$ cat config.mk
export PLATFORM = sky130hd
export DESIGN_NAME = flash_cmd_ctrl
export DESIGN_NICKNAME = d
export VERILOG_FILES = /design/src/rtl/fci_pkg.sv /design/src/rtl/fci_seq.sv /design/src/rtl/fci_engine.sv /design/src/rtl/fci_status.sv /design/src/rtl/flash_cmd_ctrl.sv
export SDC_FILE = /design/constraint.sdc
export NUM_CORES = 1
export LEC_CHECK = 0
export BUFFER_PORTS_ARGS = -buffer_cell sky130_fd_sc_hd__buf_2
export CAP_MARGIN = 5
export CORE_MARGIN = 4
export CORE_UTILIZATION = 46
export DETAILED_ROUTE_END_ITERATION = 8
export SLEW_MARGIN = 30
export SYNTH_ARGS = -nofsm -noshare
export SYNTH_HDL_FRONTEND = slang
export SYNTH_HIERARCHICAL = 1
export SYNTH_SLANG_ARGS = --single-unit
$ cat constraint.sdc
create_clock -name clk -period 3.12 [get_ports clk]
set_input_delay 0 -clock clk [delete_from_list [all_inputs] [get_ports clk]]
set_output_delay 0 -clock clk [all_outputs]
set_load 0.01 [all_outputs]
$ cat src/rtl/fci_pkg.sv
package fci_pkg;
  typedef enum logic [2:0] {
    M_READ, M_IDENT, M_ERA_ARM, M_PRG_ARM, M_ABORT1, M_BUSY, M_FAIL
  } mode_t;

  typedef enum logic [1:0] {E_IDLE, E_PROG, E_PRE, E_ERASE} eng_t;

  localparam logic [7:0] CMD_IDENT = 8'h90;
  localparam logic [7:0] CMD_ERASE = 8'h30;
  localparam logic [7:0] CMD_PROG  = 8'h40;
  localparam logic [7:0] CMD_RESET = 8'hFF;
  localparam logic [7:0] ID_MFR    = 8'hC2;
  localparam logic [7:0] ID_DEV    = 8'h1A;
endpackage

$ cat src/rtl/fci_seq.sv
module fci_seq
  import fci_pkg::*;
#(
  parameter int IW = 4
) (
  input  logic          clk,
  input  logic          rst_n,
  input  logic          we_fall,
  input  logic          we_rise,
  input  logic [7:0]    wdata,
  input  logic [IW-1:0] addr,
  input  logic          eng_busy,
  input  logic          eng_done,
  input  logic          eng_fail,
  output mode_t         mode,
  output logic          op_erase,
  output logic          start_prog,
  output logic          start_erase,
  output logic          eng_abort,
  output logic [IW-1:0] prog_idx
);
  logic ff_pend;
  logic is_ff;

  assign is_ff       = (wdata == CMD_RESET);
  assign start_prog  = (mode == M_PRG_ARM) && we_rise && !is_ff;
  assign start_erase = (mode == M_ERA_ARM) && we_rise && (wdata == CMD_ERASE);
  assign eng_abort   = (mode == M_BUSY) && we_rise && is_ff && ff_pend;

  always_ff @(posedge clk) begin
    if (!rst_n) begin
      mode     <= M_READ;
      ff_pend  <= 1'b0;
      op_erase <= 1'b0;
      prog_idx <= '0;
    end else begin
      if (we_fall) prog_idx <= addr;
      case (mode)
        M_READ, M_IDENT: begin
          if (we_rise) begin
            case (wdata)
              CMD_IDENT: mode <= M_IDENT;
              CMD_ERASE: mode <= M_ERA_ARM;
              CMD_PROG:  mode <= M_PRG_ARM;
              default:   mode <= M_READ;
            endcase
          end
        end
        M_ERA_ARM: begin
          if (we_rise) begin
            if (wdata == CMD_ERASE) begin
              mode     <= M_BUSY;
              op_erase <= 1'b1;
              ff_pend  <= 1'b0;
            end else if (is_ff) begin
              mode <= M_ABORT1;
            end else begin
              mode <= M_READ;
            end
          end
        end
        M_PRG_ARM: begin
          if (we_rise) begin
            if (is_ff) begin
              mode <= M_ABORT1;
            end else begin
              mode     <= M_BUSY;
              op_erase <= 1'b0;
              ff_pend  <= 1'b0;
            end
          end
        end
        M_ABORT1: if (we_rise) mode <= M_READ;
        M_BUSY, M_FAIL: begin
          if (mode == M_BUSY && eng_fail) begin
            mode    <= M_FAIL;
            ff_pend <= 1'b0;
          end else if (mode == M_BUSY && eng_done) begin
            mode <= M_READ;
          end else if (we_rise) begin
            if (is_ff && ff_pend) begin
              mode    <= M_READ;
              ff_pend <= 1'b0;
            end else begin
              ff_pend <= is_ff;
            end
          end
        end
        default: mode <= M_READ;
      endcase
    end
  end

  assert_start_idle_R9: assert property (@(posedge clk) disable iff (!rst_n)
    (start_prog || start_erase) |-> !eng_busy);
  assert_done_to_read_R6: assert property (@(posedge clk) disable iff (!rst_n)
    (mode == M_BUSY && eng_done && !eng_fail) |=> (mode == M_READ));
  assert_fail_hold_R7: assert property (@(posedge clk) disable iff (!rst_n)
    (mode == M_FAIL && !we_rise) |=> (mode == M_FAIL));
endmodule

$ cat src/rtl/fci_engine.sv
module fci_engine
  import fci_pkg::*;
#(
  parameter int DEPTH     = 16,
  parameter int PROG_CYC  = 20,
  parameter int ERASE_CYC = 40,
  localparam int IW   = $clog2(DEPTH),
  localparam int MAXC = (PROG_CYC > ERASE_CYC) ? PROG_CYC : ERASE_CYC,
  localparam int CW   = $clog2(MAXC + 1)
) (
  input  logic          clk,
  input  logic          rst_n,
  input  logic          start_prog,
  input  logic          start_erase,
  input  logic          abort,
  input  logic          fault,
  input  logic [IW-1:0] prog_idx,
  input  logic [7:0]    prog_data,
  input  logic [IW-1:0] rd_idx,
  output logic [7:0]    rd_data,
  output logic          pd7,
  output logic          busy,
  output logic          done,
  output logic          fail
);
  eng_t          state;
  logic [CW-1:0] cnt;
  logic [IW-1:0] walk;
  logic [IW-1:0] pa;
  logic [7:0]    pd;
  logic [7:0]    mem [DEPTH];

  assign busy    = (state != E_IDLE);
  assign fail    = busy && fault;
  assign done    = !fault && (cnt == '0) && (state == E_PROG || state == E_ERASE);
  assign rd_data = mem[rd_idx];
  assign pd7     = pd[7];

  always_ff @(posedge clk) begin
    if (!rst_n) begin
      state <= E_IDLE;
      cnt   <= '0;
      walk  <= '0;
      pa    <= '0;
      pd    <= '0;
      for (int i = 0; i < DEPTH; i++) mem[i] <= 8'hFF;
    end else begin
      case (state)
        E_IDLE: begin
          if (start_prog) begin
            pa    <= prog_idx;
            pd    <= prog_data;
            cnt   <= CW'(PROG_CYC - 1);
            state <= E_PROG;
          end else if (start_erase) begin
            walk  <= '0;
            state <= E_PRE;
          end
        end
        E_PROG: begin
          if (fault) state <= E_IDLE;
          else if (cnt == '0) begin
            mem[pa] <= pd;
            state   <= E_IDLE;
          end else if (abort) state <= E_IDLE;
          else cnt <= cnt - 1'b1;
        end
        E_PRE: begin
          if (fault || abort) state <= E_IDLE;
          else begin
            mem[walk] <= 8'h00;
            if (walk == IW'(DEPTH - 1)) begin
              cnt   <= CW'(ERASE_CYC - 1);
              state <= E_ERASE;
            end else begin
              walk <= walk + 1'b1;
            end
          end
        end
        E_ERASE: begin
          if (fault) state <= E_IDLE;
          else if (cnt == '0) begin
            for (int i = 0; i < DEPTH; i++) mem[i] <= 8'hFF;
            state <= E_IDLE;
          end else if (abort) state <= E_IDLE;
          else cnt <= cnt - 1'b1;
        end
        default: state <= E_IDLE;
      endcase
    end
  end

  assert_abort_idle_R9: assert property (@(posedge clk) disable iff (!rst_n)
    (abort && busy && !done && !fault) |=> (state == E_IDLE));
  assert_erase_ff_R2: assert property (@(posedge clk) disable iff (!rst_n)
    (state == E_ERASE && cnt == '0 && !fault) |=> (mem[0] == 8'hFF));
endmodule

$ cat src/rtl/fci_status.sv
module fci_status
  import fci_pkg::*;
#(
  parameter int AW = 16
) (
  input  logic          clk,
  input  logic          rst_n,
  input  logic          oe_fall,
  input  mode_t         mode,
  input  logic          op_erase,
  input  logic          pd7,
  input  logic [AW-1:0] addr,
  input  logic [7:0]    arr_data,
  output logic [7:0]    rdata
);
  logic tog;
  logic b7;

  assign b7 = op_erase ? 1'b0 : ~pd7;

  always_ff @(posedge clk) begin
    if (!rst_n) begin
      rdata <= 8'h00;
      tog   <= 1'b0;
    end else if (oe_fall) begin
      case (mode)
        M_BUSY: begin
          rdata <= {b7, tog, 6'b0};
          tog   <= ~tog;
        end
        M_FAIL: begin
          rdata <= {b7, tog, 1'b1, 5'b0};
          tog   <= ~tog;
        end
        M_IDENT: begin
          if (addr == AW'(0))      rdata <= ID_MFR;
          else if (addr == AW'(1)) rdata <= ID_DEV;
          else                     rdata <= 8'h00;
        end
        default: rdata <= arr_data;
      endcase
    end
  end

  assert_ident_mfr_R1: assert property (@(posedge clk) disable iff (!rst_n)
    (oe_fall && mode == M_IDENT && addr == AW'(0)) |=> (rdata == ID_MFR));
  assert_fail_flag_R7: assert property (@(posedge clk) disable iff (!rst_n)
    (oe_fall && mode == M_FAIL) |=> rdata[5]);
endmodule

$ cat src/rtl/flash_cmd_ctrl.sv
module flash_cmd_ctrl
  import fci_pkg::*;
#(
  parameter int AW        = 16,
  parameter int DEPTH     = 16,
  parameter int PROG_CYC  = 20,
  parameter int ERASE_CYC = 40,
  localparam int IW = $clog2(DEPTH)
) (
  input  logic          clk,
  input  logic          rst_n,
  input  logic [AW-1:0] bus_addr,
  input  logic [7:0]    bus_wdata,
  input  logic          bus_we_n,
  input  logic          bus_oe_n,
  input  logic          eng_fault,
  output logic [7:0]    bus_rdata,
  output logic          op_busy
);
  logic we_q, oe_q;
  logic we_fall, we_rise, oe_fall;
  mode_t mode;
  logic op_erase, start_prog, start_erase, eng_abort;
  logic [IW-1:0] prog_idx;
  logic eng_busy, eng_done, eng_fail, pd7;
  logic [7:0] arr_data;

  always_ff @(posedge clk) begin
    if (!rst_n) begin
      we_q <= 1'b1;
      oe_q <= 1'b1;
    end else begin
      we_q <= bus_we_n;
      oe_q <= bus_oe_n;
    end
  end

  assign we_fall = we_q && !bus_we_n;
  assign we_rise = !we_q && bus_we_n;
  assign oe_fall = oe_q && !bus_oe_n;
  assign op_busy = (mode == M_BUSY) || (mode == M_FAIL);

  fci_seq #(.IW(IW)) u_seq (
    .clk(clk), .rst_n(rst_n), .we_fall(we_fall), .we_rise(we_rise),
    .wdata(bus_wdata), .addr(bus_addr[IW-1:0]), .eng_busy(eng_busy),
    .eng_done(eng_done), .eng_fail(eng_fail), .mode(mode), .op_erase(op_erase),
    .start_prog(start_prog), .start_erase(start_erase), .eng_abort(eng_abort),
    .prog_idx(prog_idx)
  );

  fci_engine #(.DEPTH(DEPTH), .PROG_CYC(PROG_CYC), .ERASE_CYC(ERASE_CYC)) u_eng (
    .clk(clk), .rst_n(rst_n), .start_prog(start_prog), .start_erase(start_erase),
    .abort(eng_abort), .fault(eng_fault), .prog_idx(prog_idx), .prog_data(bus_wdata),
    .rd_idx(bus_addr[IW-1:0]), .rd_data(arr_data), .pd7(pd7), .busy(eng_busy),
    .done(eng_done), .fail(eng_fail)
  );

  fci_status #(.AW(AW)) u_stat (
    .clk(clk), .rst_n(rst_n), .oe_fall(oe_fall), .mode(mode), .op_erase(op_erase),
    .pd7(pd7), .addr(bus_addr), .arr_data(arr_data), .rdata(bus_rdata)
  );

  assert_busy_after_confirm_R11: assert property (@(posedge clk) disable iff (!rst_n)
    (start_prog || start_erase) |=> op_busy);
endmodule

# ---- Word-level counts from Yosys, hierarchy flattened
# Memory sizes are Yosys's and may differ from the RTL's.
# Index checks and enable logic that the tools add are counted.
dict set report op_classes {
  add_sub_neg 2
  eq_ne 37
  n_mux 84
  bitwise_logic 18
  n_reduce_logical 45
}
# operator n
set op_table {}
lappend op_table {{$mux 8} 19}
lappend op_table {{$mux 6} 6}
lappend op_table {{$mux 3} 10}
lappend op_table {{$mux 1} 27}
lappend op_table {{$mux 4} 6}
lappend op_table {{$pmux 8 s3} 1}
lappend op_table {{$ne 2x2->1 const B} 10}
lappend op_table {{$pmux 6 s3} 1}
lappend op_table {{$eq 16x1->1 const B} 1}
lappend op_table {{$eq 8x8->1 const B} 2}
lappend op_table {{$logic_and 1x1->1} 16}
lappend op_table {{$logic_not 16->1} 1}
lappend op_table {{$or 1x1->1} 16}
lappend op_table {{$reduce_or 8->1} 2}
lappend op_table {{$pmux 3 s5} 1}
lappend op_table {{$mux 2} 7}
lappend op_table {{$ne 4x1->1 const B} 3}
lappend op_table {{$pmux 2 s3} 2}
lappend op_table {{$reduce_and 6->1} 2}
lappend op_table {{$ne 2x1->1 const B} 5}
lappend op_table {{$reduce_and 5->1} 2}
lappend op_table {{$eq 3x3->1 const B} 3}
lappend op_table {{$eq 8x6->1 const B} 1}
lappend op_table {{$eq 8x7->1 const B} 1}
lappend op_table {{26 further kinds} 41}
dict set report word_totals {
  ff_bits 44
  ramBits 128
  inputBits 29
  output_inout_bits 9
  elab_cells 200
  memories 1
}
# name depth word_bits read_ports rd_ports_with_merged_regs write_ports line
set mem_list {}
lappend mem_list {u_eng.mem 16 8 1 0 16 fci_engine.sv:31} ;# logic [7:0] mem [DEPTH];

# ---- Logic depth before layout (Yosys ltp)
dict set report depth {
  depth_word 12
  ltp_mapped 10
  mapped_depth_nobuf 8
}

# ---- Cells and area by module
# The synthesis kept the hierarchy.
# mod instances cells_per_inst area_per_inst_um2 seq_area_each_um2
set by_module_without_submodules {}
lappend by_module_without_submodules {fci_engine 1 554 7035.5 4324.1}
lappend by_module_without_submodules {fci_seq 1 79 654.4 180.2}
lappend by_module_without_submodules {fci_status 1 60 481.7 180.2}
lappend by_module_without_submodules {flash_cmd_ctrl 1 9 86.3 40.0}

# ---- Worst setup path before layout
# Ideal clock, no wire load.
dict set report synth_timing {
  kind {register to register}
  from {reg u_seq.mode[1]}
  to {mem u_eng.mem[10][0] (enable)}
  setup_ns 0.387
  arrival_ns 3.071
  required_ns 2.733
  path_slack_ns -0.337
  path_stages_with_launch 11
  n_path_buf 4
  synth_period_minus_slack_ns 3.457
  cell_sequence {dfxtp_1 buf_2 and3b_1 and4_1 or4b_1 buf_2 or3_1 buf_4 and2_0 clkbuf_2 o31ai_1}
}
# element line
set synth_lines {}
lappend synth_lines {{start: declaration} fci_seq.sv:15} ;# output mode_t mode,
lappend synth_lines {{start signal: assignment} fci_seq.sv:32} ;# mode <= M_READ;
lappend synth_lines {{start signal: assignment} fci_seq.sv:42} ;# CMD_IDENT: mode <= M_IDENT;
lappend synth_lines {{start signal: assignment} fci_seq.sv:43} ;# CMD_ERASE: mode <= M_ERA_ARM;
lappend synth_lines {{end: declaration} fci_engine.sv:31}

==> results_dict.tcl <==
set metrics [dict create \
    outcome "completed" \
    final_nets 808 \
    synthToLayoutAreaGrowth_pct 17.48 \
    ctsHtreeMaxLevel 4 \
    vias 6113 \
    clock-sinks 172 \
    dpl.hpwl_um 15720 \
    row_count 48 \
    fin_skew_ns 0.008675 \
    ioPinCount 38 \
    grt_first_pass_wirelength_um 33660 \
    crit_chain "dlygate4sd3_1 -> buf_2 -> nand4_1 -> nor2_1 -> and4_1 -> or4b_1 -> or3_1 -> and2_2 -> o31ai_2 -> buf_4" \
    yosysMostFrequentCell "nand2_1" \
    firstDrtPassIters 7 \
    crit_path_start_kind "primary input" \
    synth-edff-count 128 \
    netlist_instances 702 \
    p_per_area_nw_per_um2 489.6 \
    seq_area_frac_synth_pct 57.21 \
    yosysUniqueCellTypes 68 \
    drc 0 \
    grt_max_degree 40 \
    drt-initial-drc-count 579 \
    syn_area_sq_um 8258 \
    final_hold_viol_count 0 \
    critPathRequiredTime_ns 3.25 \
    cts_buffer_depth 2 \
    cts_tree "yes" \
    clock-root-buffer "clkbuf_16" \
    crit_fanout 10 \
    die_h_um 142.0 \
    grt_pass1_vias 5955 \
    min_path_cells 3 \
    fmax_mhz 338.1 \
    ant_nets 0 \
    clock_latency_ns 0.43 \
    antenna_found_initial 0 \
    setup_viol 0 \
    irDropWorstVdd_v 0.0003818 \
    hp-class "primary input to flop" \
    antenna_cells 0 \
    yosysTopAreaCell "edfxtp_1" \
    clk_pin_slew_ns 0.06 \
    crit_type "primary input to flop" \
    place_congestion 0.8413 \
    ys.flop_type "edfxtp_1" \
    rsz0062_at_grt "no" \
    wirelength_um 21870 \
    gr-total-overflow 0 \
    worst_pin_slew_ns 0.8801 \
    synth.area.top_cells "edfxtp_1, mux4_2, dfxtp_1" \
    start_util_pct 47.41 \
    dieArea_sq_um 20160 \
    coreArea_sq_um 17420 \
    cts_setup_buffers 0 \
    async_flop_share_pct 0 \
    drv_slew 0 \
    maxSlewHeadroom_pct 41.32 \
    grt_usage_pct 22.04 \
    worstReg2RegEnd "u_eng/mem[8][6]$_SDFFCE_PN1P_" \
    period_share_pct 94.80 \
    holdPathEnd "u_seq/prog_idx[3]$_SDFFE_PN0P_" \
    synth.avg_cell_area_sq_um 11.76 \
    ys_ff_latch 172 \
    rr_startpoint "u_seq/mode[1]$_SDFFE_PN0P_" \
    cap_violations 0 \
    reg2reg_depth 7 \
    r2r_slack_ns 0.22 \
    yosysWarningCount 6 \
    worstPathArrival_ns 3.09 \
    p_leak_nw 2.719 \
    syn-num-nets 733 \
    min_from "bus_addr[3]" \
    cts-buffers-inserted 17 \
    wl_per_cell_um 21.55 \
    netlist.area_leader.share_pct 46.55 \
    cpPeakStageDelay_ns 0.63 \
    final_util_pct 55.70 \
    min_period_ns 2.958 \
    total_power_mw 4.750 \
    drt-vias-per-instance 6.023 \
    dieWidth_um 142.0 \
    drive_gt1_share_pct 24.56 \
    yosys-top-cells-count "nand2_1, edfxtp_1, dfxtp_1, mux4_2, o21ai_0" \
    numPortBuffers 37 \
    crit_slowest_cell "or4b_1" \
    end_kind "flop" \
]
[how the worst max path moves through the flow]
stage / cells past startpoint / slack [ns] / to / start
floorplan: 10 / -0.14 / u_eng/mem[10][0]$_SDFFCE_PN1P_ / u_seq/mode[1]$_SDFFE_PN0P_
global placement: 7 / 0.12 / u_eng/mem[12][4]$_SDFFCE_PN1P_ / u_seq/mode[1]$_SDFFE_PN0P_
global route: 12 / 0.007 / u_eng/mem[14][3]$_SDFFCE_PN1P_ / bus_wdata[6]
detailed placement: 7 / 0.08 / u_eng/mem[0][0]$_SDFFCE_PN1P_ / u_seq/mode[1]$_SDFFE_PN0P_
finish: 10 / 0.16 / u_eng/mem[8][6]$_SDFFCE_PN1P_ / bus_wdata[2]
CTS: 10 / 0.02 / u_eng/mem[8][6]$_SDFFCE_PN1P_ / bus_wdata[5]
[where the power goes]
part / switching (mW) / total [mW] / internal (mW)
Combinational: 0.167 / 0.278 / 0.110
Sequential: 0.0115 / 2.47 / 2.46
Clock: 0.873 / 2.00 / 1.12
[metrics by stage]
| step | instance area [sq um] | worst slack (ns) | instances | TNS, ns | hold slack [ns] |
|---|---|---|---|---|---|
| 4_1_cts | 9676 | 0.01587 | 1015 | 0 | 0.02818 |
| 3_5_place_dp | 9020 | 0.07796 | 973 | 0 | 0.2037 |
| 6_report | 9702 | 0.1624 | 1015 | 0 | 0.03645 |
| 5_1_grt | 9702 | 0.007453 | 1015 | 0 | 0.06252 |
| 2_1_floorplan | 8328 | -0.1404 | 702 | -9.385 | 0.07304 |
| 3_3_place_gp | 9012 | 0.1221 | 973 | 0 | 0.1997 |
[flip-flops by register name, indices dropped and copies added (netlist names)]
signal and flops:
u_eng/pd 8, oe_q 1, u_stat/rdata 8, u_seq/mode 3, u_eng/mem 128, u_eng/pa 4, u_eng/state 2, u_seq/op_erase 1
u_seq/prog_idx 4, u_eng/walk 4, u_eng/cnt 6, u_stat/tog 1, we_q 1, u_seq/ff_pend 1
[per-layer routing]
layer / wire, um / global-route usage (%) / vias to the layer above
met3: 1162 / 4.066 / 43
met4: 538 / 6.616 / 0
met1: 9026 / 28.41 / 3089
li1: - / - / 2779
met5: 0 / 0 / -
met2: 11150 / 38.09 / 202
[timing repair]
action	in CTS	in global routing
resized for setup	0	7
endpoints found under the setup margin	0	120
hold endpoints to repair	11	0
hold buffers	10	0
[layout make-up]
| type | instances | area, sq um |
|---|---|---|
| inverters | 13 | 48.80 |
| repair buffers | 100 | 683.2 |
| well taps | 225 | 281.5 |
| flip-flops and latches | 172 | 4725 |
| fillers | 1478 | 7715 |
| multi-input cells | 473 | 3408 |
| clock inverters | 13 | 112.6 |
| clock buffers | 19 | 442.9 |
[kinds of logic after synthesis]
| family | count (synthesis) | synth area share (%) |
|---|---|---|
| buffers and inverters | 57 | 2.894 |
| XOR/XNOR | 2 | 0.2122 |
| multiplexers | 45 | 11.52 |
| flip-flops | 172 | 57.21 |
| AO/OA/AOI/OAI | 131 | 11.00 |
| AND/OR/NAND/NOR | 293 | 16.86 |
| adder cells (fa/ha/maj) | 2 | 0.3030 |
[critical path: cells and delay by family]
kind / cells / cell delay [ns]
compound gates: 1 / 0.27
buf+inv: 3 / 0.91
simple gates: 6 / 1.90
[layout by cell type (no fill, tap or decap), types with 5 or more instances in the layout]
cell,synthesis,final
o21ai_1,0,5
inv_1,13,13
a31oi_1,6,6
o31ai_1,19,5
nor2b_1,15,15
nand3_1,11,11
nand2b_1,7,5
buf_2,16,37
dlygate4sd3_1,0,10
mux2i_1,5,5
nor3_1,7,7
dfxtp_1,44,44
o21ai_0,34,29
and2_1,12,12
edfxtp_1,128,128
buf_4,1,53
nor2_1,14,14
o31ai_2,0,12
clkbuf_16,0,17
a22oi_1,5,5
or3_1,8,8
mux4_2,40,40
nand2_1,182,181
a21oi_1,30,29
No activity file was read; power rests on OpenSTA's default activity.
